File: config.mk
export PLATFORM = sky130hd
export DESIGN_NAME = aux_xact_ctrl
export DESIGN_NICKNAME = d
export VERILOG_FILES = /design/src/rtl/aux_xact_pkg.sv /design/src/rtl/aux_cmd_enc.sv /design/src/rtl/aux_xact_seq.sv /design/src/rtl/aux_irq_unit.sv /design/src/rtl/aux_xact_ctrl.sv
export SDC_FILE = /design/constraint.sdc
export NUM_CORES = 1
export LEC_CHECK = 0
export BUFFER_PORTS_ARGS = -buffer_cell sky130_fd_sc_hd__buf_4
export CAP_MARGIN = 20
export CELL_PAD_IN_SITES_DETAIL_PLACEMENT = 2
export CELL_PAD_IN_SITES_GLOBAL_PLACEMENT = 2
export CORE_MARGIN = 1.5
export CORE_UTILIZATION = 34
export CTS_CLUSTER_DIAMETER = 200
export CTS_CLUSTER_SIZE = 30
export DETAILED_ROUTE_END_ITERATION = 10
export PLACE_DENSITY_LB_ADDON = 0.12
export SYNTH_ARGS = -nofsm -noshare
export SYNTH_HDL_FRONTEND = slang
export SYNTH_HIERARCHICAL = 1
export SYNTH_SLANG_ARGS = --single-unit
File: constraint.sdc
create_clock -name clk_i -period 2.9 [get_ports clk_i]
set_input_delay 0.145 -clock clk_i [delete_from_list [all_inputs] [get_ports clk_i]]
set_output_delay 0.145 -clock clk_i [all_outputs]
set_load 0.01 [all_outputs]
File: src/rtl/aux_xact_pkg.sv
package aux_xact_pkg;
  localparam int OFF_ADDR  = 0;
  localparam int OFF_CTRL  = 1;
  localparam int OFF_STAT  = 2;
  localparam int OFF_IEN   = 3;
  localparam int OFF_ISTAT = 4;
  localparam int TX_BASE   = 8;

  localparam int CTRL_KIND  = 8;
  localparam int CTRL_MOT   = 11;
  localparam int CTRL_EMPTY = 12;
  localparam int CTRL_GO    = 16;

  localparam int STAT_ERR   = 8;
  localparam int STAT_MIS   = 12;
  localparam int STAT_RTYPE = 16;
  localparam int STAT_HPD   = 28;

  typedef enum logic [2:0] {
    K_NAT_WR  = 3'd0,
    K_NAT_RD  = 3'd1,
    K_I2C_WR  = 3'd2,
    K_I2C_RD  = 3'd3,
    K_I2C_WSU = 3'd4
  } req_kind_e;

  localparam logic [3:0] CMD_I2C_WR  = 4'h0;
  localparam logic [3:0] CMD_I2C_RD  = 4'h1;
  localparam logic [3:0] CMD_I2C_WSU = 4'h2;
  localparam logic [3:0] CMD_MOT_BIT = 4'h4;
  localparam logic [3:0] CMD_NAT_WR  = 4'h8;
  localparam logic [3:0] CMD_NAT_RD  = 4'h9;
  localparam logic [3:0] CMD_ADDR_ONLY = 4'hA;

  localparam logic [3:0] RPL_ACK = 4'h0;
endpackage

File: src/rtl/aux_cmd_enc.sv
module aux_cmd_enc
  import aux_xact_pkg::*;
(
  input  logic [2:0] kind_i,
  input  logic       mot_i,
  input  logic       empty_i,
  output logic [3:0] cmd_o,
  output logic       legal_o,
  output logic       is_read_o
);
  logic [3:0] i2c_base;
  logic       is_i2c;

  always_comb begin
    i2c_base  = CMD_I2C_WR;
    is_i2c    = 1'b0;
    legal_o   = 1'b1;
    is_read_o = 1'b0;
    cmd_o     = CMD_NAT_WR;
    case (kind_i)
      K_NAT_WR:  cmd_o = CMD_NAT_WR;
      K_NAT_RD:  begin cmd_o = CMD_NAT_RD; is_read_o = 1'b1; end
      K_I2C_WR:  begin is_i2c = 1'b1; i2c_base = CMD_I2C_WR; end
      K_I2C_RD:  begin is_i2c = 1'b1; i2c_base = CMD_I2C_RD; is_read_o = 1'b1; end
      K_I2C_WSU: begin is_i2c = 1'b1; i2c_base = CMD_I2C_WSU; end
      default:   legal_o = 1'b0;
    endcase
    if (is_i2c) cmd_o = i2c_base | (mot_i ? CMD_MOT_BIT : 4'h0);
    // empty requests: address-only for I2C, refused for native
    if (empty_i) begin
      if (is_i2c) cmd_o = CMD_ADDR_ONLY;
      else        legal_o = 1'b0;
    end
  end
endmodule

File: src/rtl/aux_xact_seq.sv
module aux_xact_seq #(
  parameter  int TIMEOUT_CYCLES = 1024,
  localparam int CNT_W = $clog2(TIMEOUT_CYCLES + 1)
) (
  input  logic clk_i,
  input  logic rst_ni,
  input  logic start_i,
  input  logic rsp_valid_i,
  output logic busy_o,
  output logic req_valid_o,
  output logic accept_o,
  output logic timeout_o
);
  logic [CNT_W-1:0] cnt_q;

  assign accept_o  = busy_o & rsp_valid_i;
  assign timeout_o = busy_o & ~rsp_valid_i & (cnt_q == CNT_W'(TIMEOUT_CYCLES - 1));

  always_ff @(posedge clk_i or negedge rst_ni) begin
    if (!rst_ni) begin
      busy_o      <= 1'b0;
      req_valid_o <= 1'b0;
      cnt_q       <= '0;
    end else begin
      req_valid_o <= start_i;
      if (start_i) begin
        busy_o <= 1'b1;
        cnt_q  <= '0;
      end else if (accept_o || timeout_o) begin
        busy_o <= 1'b0;
      end else if (busy_o) begin
        cnt_q <= cnt_q + 1'b1;
      end
    end
  end
endmodule

File: src/rtl/aux_irq_unit.sv
module aux_irq_unit (
  input  logic       clk_i,
  input  logic       rst_ni,
  input  logic       hpd_i,
  input  logic       sink_irq_i,
  input  logic       done_i,
  input  logic       wr_en_i,
  input  logic       wr_stat_i,
  input  logic [3:0] wdata_i,
  output logic [3:0] en_o,
  output logic [3:0] stat_o,
  output logic       hpd_o,
  output logic       irq_o
);
  logic [3:0] ev;
  logic [3:0] clr;

  assign ev    = {sink_irq_i, ~hpd_i & hpd_o, hpd_i & ~hpd_o, done_i};
  assign clr   = wr_stat_i ? wdata_i : 4'h0;
  assign irq_o = |(stat_o & en_o);

  always_ff @(posedge clk_i or negedge rst_ni) begin
    if (!rst_ni) begin
      en_o   <= '0;
      stat_o <= '0;
      hpd_o  <= 1'b0;
    end else begin
      hpd_o  <= hpd_i;
      stat_o <= (stat_o & ~clr) | ev;  // a new event wins over a clear
      if (wr_en_i) en_o <= wdata_i;
    end
  end
endmodule

File: src/rtl/aux_xact_ctrl.sv
module aux_xact_ctrl
  import aux_xact_pkg::*;
#(
  parameter  int NUM_WORDS      = 4,
  parameter  int ADDR_W         = 20,
  parameter  int TIMEOUT_CYCLES = 1024,
  localparam int BYTES   = NUM_WORDS * 4,
  localparam int BUF_W   = BYTES * 8,
  localparam int LEN_W   = $clog2(BYTES + 1),
  localparam int LM1_W   = $clog2(BYTES),
  localparam int RX_BASE = TX_BASE + NUM_WORDS,
  localparam int OFF_W   = $clog2(RX_BASE + NUM_WORDS)
) (
  input  logic              clk_i,
  input  logic              rst_ni,
  input  logic              cpu_req_i,
  input  logic              cpu_we_i,
  input  logic [OFF_W-1:0]  cpu_addr_i,
  input  logic [31:0]       cpu_wdata_i,
  output logic [31:0]       cpu_rdata_o,
  output logic              irq_o,
  input  logic              hpd_i,
  input  logic              sink_irq_i,
  output logic              req_valid_o,
  output logic [3:0]        req_cmd_o,
  output logic [ADDR_W-1:0] req_addr_o,
  output logic [LEN_W-1:0]  req_len_o,
  output logic [BUF_W-1:0]  req_data_o,
  input  logic              rsp_valid_i,
  input  logic [3:0]        rsp_code_i,
  input  logic [LEN_W-1:0]  rsp_count_i,
  input  logic [2:0]        rsp_err_i,
  input  logic [BUF_W-1:0]  rsp_data_i
);
  logic wr, wr_addr, wr_ctrl, wr_stat, wr_ien, wr_istat;
  logic busy, start, accept, tmo, done;
  logic legal_wr, is_read;
  logic unused_cmd_wr, unused_rd_wr, unused_legal_q;
  logic [3:0] cmd_wr_full;

  logic [ADDR_W-1:0] addr_q;
  logic [LM1_W-1:0]  lm1_q;
  logic [2:0]        kind_q;
  logic              mot_q, empty_q;

  logic [3:0]        err_q;
  logic              mis_q;
  logic [3:0]        rtype_q;
  logic [LEN_W-1:0]  rcnt_q;

  logic [3:0]        int_en, int_stat;
  logic              hpd_q;

  logic [31:0]       tx_q [NUM_WORDS];
  logic [31:0]       rx_q [NUM_WORDS];
  logic [BYTES-1:0]  byte_en;
  logic [BUF_W-1:0]  byte_mask;
  logic              is_ack, rx_load, mis_set;

  assign wr       = cpu_req_i & cpu_we_i;
  assign wr_addr  = wr && (cpu_addr_i == OFF_W'(OFF_ADDR));
  assign wr_ctrl  = wr && (cpu_addr_i == OFF_W'(OFF_CTRL));
  assign wr_stat  = wr && (cpu_addr_i == OFF_W'(OFF_STAT));
  assign wr_ien   = wr && (cpu_addr_i == OFF_W'(OFF_IEN));
  assign wr_istat = wr && (cpu_addr_i == OFF_W'(OFF_ISTAT));

  // legality of the incoming control word
  aux_cmd_enc u_enc_wr (
    .kind_i    (cpu_wdata_i[CTRL_KIND +: 3]),
    .mot_i     (cpu_wdata_i[CTRL_MOT]),
    .empty_i   (cpu_wdata_i[CTRL_EMPTY]),
    .cmd_o     (cmd_wr_full),
    .legal_o   (legal_wr),
    .is_read_o (unused_rd_wr)
  );
  assign unused_cmd_wr = ^cmd_wr_full;

  // command for the held request
  aux_cmd_enc u_enc_q (
    .kind_i    (kind_q),
    .mot_i     (mot_q),
    .empty_i   (empty_q),
    .cmd_o     (req_cmd_o),
    .legal_o   (unused_legal_q),
    .is_read_o (is_read)
  );

  assign start = wr_ctrl & ~busy & cpu_wdata_i[CTRL_GO] & legal_wr;

  aux_xact_seq #(.TIMEOUT_CYCLES(TIMEOUT_CYCLES)) u_seq (
    .clk_i       (clk_i),
    .rst_ni      (rst_ni),
    .start_i     (start),
    .rsp_valid_i (rsp_valid_i),
    .busy_o      (busy),
    .req_valid_o (req_valid_o),
    .accept_o    (accept),
    .timeout_o   (tmo)
  );

  assign done = accept | tmo;

  aux_irq_unit u_irq (
    .clk_i      (clk_i),
    .rst_ni     (rst_ni),
    .hpd_i      (hpd_i),
    .sink_irq_i (sink_irq_i),
    .done_i     (done),
    .wr_en_i    (wr_ien),
    .wr_stat_i  (wr_istat),
    .wdata_i    (cpu_wdata_i[3:0]),
    .en_o       (int_en),
    .stat_o     (int_stat),
    .hpd_o      (hpd_q),
    .irq_o      (irq_o)
  );

  assign req_addr_o = addr_q;
  assign req_len_o  = empty_q ? '0 : LEN_W'(lm1_q) + LEN_W'(1);

  for (genvar b = 0; b < BYTES; b++) begin : g_mask
    assign byte_en[b]         = (LEN_W'(b) < req_len_o);
    assign byte_mask[8*b +: 8] = {8{byte_en[b]}};
  end

  for (genvar w = 0; w < NUM_WORDS; w++) begin : g_tx
    assign req_data_o[32*w +: 32] = tx_q[w] & byte_mask[32*w +: 32];
  end

  assign is_ack  = (rsp_code_i == RPL_ACK);
  assign rx_load = accept & is_ack & is_read & ~empty_q & (rsp_count_i == req_len_o) & (rsp_err_i == '0);
  assign mis_set = accept & is_ack & is_read & ~empty_q & (rsp_count_i != req_len_o);

  always_ff @(posedge clk_i or negedge rst_ni) begin
    if (!rst_ni) begin
      addr_q  <= '0;
      lm1_q   <= '0;
      kind_q  <= '0;
      mot_q   <= 1'b0;
      empty_q <= 1'b0;
    end else if (!busy) begin
      if (wr_addr) addr_q <= cpu_wdata_i[ADDR_W-1:0];
      if (wr_ctrl) begin
        lm1_q   <= cpu_wdata_i[LM1_W-1:0];
        kind_q  <= cpu_wdata_i[CTRL_KIND +: 3];
        mot_q   <= cpu_wdata_i[CTRL_MOT];
        empty_q <= cpu_wdata_i[CTRL_EMPTY];
      end
    end
  end

  for (genvar w = 0; w < NUM_WORDS; w++) begin : g_buf
    always_ff @(posedge clk_i or negedge rst_ni) begin
      if (!rst_ni) begin
        tx_q[w] <= '0;
        rx_q[w] <= '0;
      end else begin
        if (!busy && wr && cpu_addr_i == OFF_W'(TX_BASE + w)) tx_q[w] <= cpu_wdata_i;
        if (rx_load) rx_q[w] <= rsp_data_i[32*w +: 32] & byte_mask[32*w +: 32];
      end
    end
  end

  always_ff @(posedge clk_i or negedge rst_ni) begin
    if (!rst_ni) begin
      err_q   <= '0;
      mis_q   <= 1'b0;
      rtype_q <= '0;
      rcnt_q  <= '0;
    end else begin
      err_q <= (err_q & ~(wr_stat ? cpu_wdata_i[STAT_ERR +: 4] : 4'h0))
             | {accept ? rsp_err_i : 3'b000, tmo};
      if (start)        mis_q <= 1'b0;
      else if (mis_set) mis_q <= 1'b1;
      if (accept) begin
        rtype_q <= rsp_code_i;
        rcnt_q  <= rsp_count_i;
      end
    end
  end

  always_comb begin
    cpu_rdata_o = '0;
    case (cpu_addr_i)
      OFF_W'(OFF_ADDR): cpu_rdata_o[ADDR_W-1:0] = addr_q;
      OFF_W'(OFF_CTRL): begin
        cpu_rdata_o[LM1_W-1:0]        = lm1_q;
        cpu_rdata_o[CTRL_KIND +: 3]   = kind_q;
        cpu_rdata_o[CTRL_MOT]         = mot_q;
        cpu_rdata_o[CTRL_EMPTY]       = empty_q;
        cpu_rdata_o[CTRL_GO]          = busy;
      end
      OFF_W'(OFF_STAT): begin
        cpu_rdata_o[LEN_W-1:0]        = rcnt_q;
        cpu_rdata_o[STAT_ERR +: 4]    = err_q;
        cpu_rdata_o[STAT_MIS]         = mis_q;
        cpu_rdata_o[STAT_RTYPE +: 4]  = rtype_q;
        cpu_rdata_o[STAT_HPD]         = hpd_q;
      end
      OFF_W'(OFF_IEN):   cpu_rdata_o[3:0] = int_en;
      OFF_W'(OFF_ISTAT): cpu_rdata_o[3:0] = int_stat;
      default: begin
        for (int w = 0; w < NUM_WORDS; w++) begin
          if (cpu_addr_i == OFF_W'(TX_BASE + w)) cpu_rdata_o = tx_q[w];
          if (cpu_addr_i == OFF_W'(RX_BASE + w)) cpu_rdata_o = rx_q[w];
        end
      end
    endcase
  end
endmodule

* Word-level counts from Yosys, hierarchy flattened
Cells that the tools add are included.
** Storage, ports and cells
- Flip-flop bits (word level) :: 321
- Word-level logic and storage cells :: 175
- Output and inout bits :: 191
- Input port bits :: 183
** Cells by class
- Reduce and logical (&&, ||, !) cells :: 32
- $add $sub $neg :: 2
- $lt $le $gt $ge :: 16
- Muxes and demuxes :: 41
- Bitwise gates (word level) :: 37
- Equal/unequal tests :: 24
** Operators with widths (number)
- $and 32x32->32 :: 8
- $mux 32 :: 8
- $lt 4x5->1 const A :: 8
- $mux 11 :: 3
- $eq 4x4->1 const B :: 8
- $lt 3x5->1 const A :: 4
- $mux 4 :: 5
- $pmux 4 s5 :: 1
- $pmux 5 s4 :: 1
- $and 1x1->1 :: 15
- $and 4x4->4 :: 3
- $eq 3x2->1 const B :: 4
- $pmux 3 s2 :: 2
- $reduce_or 4->1 :: 3
- $add 11x1->11 const B :: 1
- $eq 11x10->1 const B :: 1
- $mux 1 :: 11
- $logic_and 1x1->1 :: 10
- $lt 1x5->1 const A :: 2
- $lt 2x5->1 const A :: 2
- $reduce_or 5->1 :: 2
- $mux 3 :: 3
- $pmux 3 s3 :: 1
- $reduce_or 3->1 :: 3
- 27 further kinds :: 43

* Depth between registers and ports, before layout
- Word-level depth :: 10
- Gate-level depth with buffers :: 10
- Mapped depth without buffers :: 7

* Modules after synthesis
The synthesis kept the hierarchy.
** By module, submodules not included
- aux_xact_ctrl :: cells each 1631, sequential area each 7482.2 µm², instances 1, area each 16210.5 µm²
- aux_xact_seq :: cells each 68, sequential area each 325.3 µm², instances 1, area each 683.2 µm²
- aux_irq_unit :: cells each 25, sequential area each 225.2 µm², instances 1, area each 340.3 µm²
- aux_cmd_enc :: cells each 11, sequential area each 0.0 µm², instances 2, area each 67.6 µm²

* Worst setup path after synthesis
No wires, ideal clock.
- Path kind :: register -> output
- Start point :: reg lm1_q[1]
- End point :: out req_data_o[80]
- Stages on the path, launching flop included :: 8
- Buffers on the path :: 2
- Setup slack :: 523 ps
- Required time :: 2755 ps
- Data arrival time :: 2232 ps
- Cell sequence :: dfrtp_1 ha_1 nor2b_1 nor2b_1 clkbuf_1 a22o_1 clkbuf_1 and2_1
** Between the ends
- Word-level cells in the longest chain between the ends :: 4
** RTL lines
- from (decl) :: RTL line aux_xact_ctrl.sv:42 : logic [LM1_W-1:0] lm1_q;
- from (signal assigned) :: RTL line aux_xact_ctrl.sv:144 : lm1_q <= cpu_wdata_i[LM1_W-1:0];
- $add 4x1->5 :: RTL line aux_xact_ctrl.sv:119 : assign req_len_o = empty_q ? '0 : LEN_W'(lm1_q) + LEN_W'(1);
- $mux 5 :: RTL line aux_xact_ctrl.sv:119
- named net req_len_o[1] :: RTL line aux_xact_ctrl.sv:27 : output logic [LEN_W-1:0] req_len_o,
- $lt 4x5->1 :: RTL line aux_xact_ctrl.sv:122 : assign byte_en[b] = (LEN_W'(b) < req_len_o);
- $and 32x32->32 :: RTL line aux_xact_ctrl.sv:127 : assign req_data_o[32*w +: 32] = tx_q[w] & byte_mask[32*w +: 32];
- to (decl) :: RTL line aux_xact_ctrl.sv:28 : output logic [BUF_W-1:0] req_data_o,
The timed path passes the listed nets, and every way through them passes these cells.

* Worst setup path after layout
- Start point :: reg lm1_q[0]
- End point :: out req_data_o[3]
** Between the ends
- Word-level cells in the longest chain between the ends :: 4
** RTL lines (RTL line)
- $add 4x1->5 :: aux_xact_ctrl.sv:119
- $mux 5 :: aux_xact_ctrl.sv:119
- $lt 1x5->1 :: aux_xact_ctrl.sv:122
- $and 32x32->32 :: aux_xact_ctrl.sv:127
No other way between the ends.

==> flow_summary.json <==
{
  "status": "finished, final reports clean",
  "coreArea_sq_mm": 0.0502,
  "cts_buffers": 14,
  "synth_warnings": 6,
  "ir_worst_vdd_mv": 0.399,
  "layout_common_cells": "buf_4 (456), dfrtp_1 (319), nand2_1 (187), dlygate4sd3_1 (175), mux2_2 (164)",
  "antenna_found_initial": 2,
  "dr.pass1.iters": 6,
  "drive_gt1_share_pct": 30.6,
  "dp.cells": 2756,
  "hold_viol_final": 0,
  "fmax_ghz": 0.357,
  "hold_class": "input pin to register",
  "power.total_mw": 11.8,
  "power.leakage_nw": 12.0,
  "die_h_microns": 229,
  "num-fill-cells": 5284,
  "die_area_sq_mm": 0.0523,
  "final_max_slew_viol_count": 0,
  "tns_ns": 0,
  "finalSetupViolCount": 0,
  "p_per_area_mw_per_mm2": 501,
  "cts_buffer_depth": 3,
  "portBuffers": 373,
  "slew_headroom_pct": 40.8,
  "cts_tree": "built",
  "arrival_ns": 2.66,
  "gp_congestion": 0.908,
  "num_vias": 16200,
  "start_kind": "register",
  "grt_pass1_wl_microns": 122000,
  "grt_usage_pct": 30.9,
  "path_max_fanout": 16,
  "syn_nets": 1921,
  "nNetsFinal": 2466,
  "die_w_microns": 229,
  "root_buffer": "clkbuf_16",
  "post-dp-hpwl_microns": 58200,
  "vias_per_cell": 5.48,
  "drtAntennaViolNets": 0,
  "drc": 0,
  "grt_max_degree": 79,
  "whs_ns": 0.0196,
  "fin_crit_sh_pct": 96.7,
  "synthesis.area_sq_mm": 0.0173,
  "final_cells": 2956,
  "syn_avg_cell_area_sq_um": 9.97,
  "cts_sinks": 321,
  "placementRows": 82,
  "drtIter0Drc": 962,
  "grt_pass1_vias": 18400,
  "finalCriticalPeriod_ns": 2.80,
  "crit_type": "register to primary output",
  "netlist_instances": 1736,
  "start_util_pct": 34.5,
  "io_pins": 374,
  "cap_violations": 0,
  "tightest_slew_ns": 0.885,
  "htree_levels": 1,
  "clock_skew_ns": 0.0191,
  "grt_setup_unrepaired": "true",
  "end_kind": "primary output",
  "grt_overflow_total": 0,
  "clock_latency_ns": 0.54,
  "critPathRequiredTime_ns": 2.76,
  "syn_to_final_growth_pct": 36.4,
  "wl_per_cell_microns": 27.6,
  "final_common_cell": "buf_4",
  "drt_wl_total_microns": 81600,
  "clkTransAtPathRegs_ns": 0.12
}
==> metrics by stage <==
step                area, sq um  utilization, %  setup WS (ns)
global route              23600            47.1       -0.00202
finish                    23600            47.1         0.0965
detailed placement        21300            42.5          0.111
floorplan                 17300               -          0.523
global placement          21300            42.5          0.204
CTS                       23500            46.9        0.00624
==> power by group <==
| part | leakage (nW) | internal (mW) | total [mW] | switching, mW |
|---|---|---|---|---|
| logic | 8.15 | 1.79 | 3.91 | 2.12 |
| clock network | 0.191 | 0.953 | 2.50 | 1.55 |
| registers | 3.70 | 4.95 | 5.42 | 0.468 |
==> critical path, stage by stage (launching register included) <==
cell and delay [ns]:
dfrtp_1 0.43, buf_4 0.20, and2_1 0.23, a311oi_4 0.34, buf_4 0.23, nor3_2 0.05, buf_4 0.22, nor2b_1 0.24
buf_4 0.17
==> metal layers <==
layer  routed length (microns)  track usage [%]  up-vias
li1                          -                -     7067
met1                     34400             39.4     8521
met2                     41100             54.5      488
met3                      3320             3.84      123
met4                      2740             9.58        0
met5                         0                0        -
==> final timing paths <==
| path | startpoint | end | slack (ns) | cells past startpoint |
|---|---|---|---|---|
| setup reg to reg | lm1_q[0]$_DFFE_PN0N_ | rx_q[9]$_DFFE_PN0P_ | 0.13 | 8 |
| max in group asynchronous | rst_ni | tx_q[6]$_DFFE_PN0P_ | 1.85 | 3 |
| setup / recovery | lm1_q[0]$_DFFE_PN0N_ | req_data_o[3] | 0.1 | 8 |
| hold / removal | rsp_data_i[43] | rx_q[75]$_DFFE_PN0P_ | 0.02 | 3 |
| hold reg to reg | err_q[0]$_DFF_PN0_ | err_q[0]$_DFF_PN0_ | 0.51 | 1 |
| min in group asynchronous | rst_ni | tx_q[30]$_DFFE_PN0P_ | 0.20 | 2 |
==> layout make-up <==
class / instances / area (sq um) / area share [%]
sequential: 321 / 8040 / 34.0
clock buffer: 15 / 375 / 1.59
inverter: 139 / 522 / 2.21
clock inverter: 1 / 11.3 / 0.0477
tap: 672 / 841 / 3.56
multi-input combinational: 1157 / 8370 / 35.4
antenna: 3 / 7.51 / 0.0318
timing repair buffer: 648 / 5460 / 23.1
==> sequential cells by signal, summed over array words and instances, names as in the netlist <==
register	cells
err_q	4
u_irq/en_o	4
rx_q	128
mis_q	1
kind_q	3
req_addr_o	20
u_seq/req_valid_o	1
lm1_q	4
mot_q	1
tx_q	128
u_seq/cnt_q	11
rcnt_q	5
u_seq/busy_o	1
empty_q	1
u_irq/hpd_o	1
rtype_q	4
u_irq/stat_o	4
==> timing repair <==
item,in CTS,in global routing
hold endpoints to repair,370,0
hold buffers,175,0
resized for setup,15,11
gates cloned,1,0
buffers inserted,2,3
pin swaps,2,3
setup endpoints to repair,49,105
(Power assumes the default switching activity.)
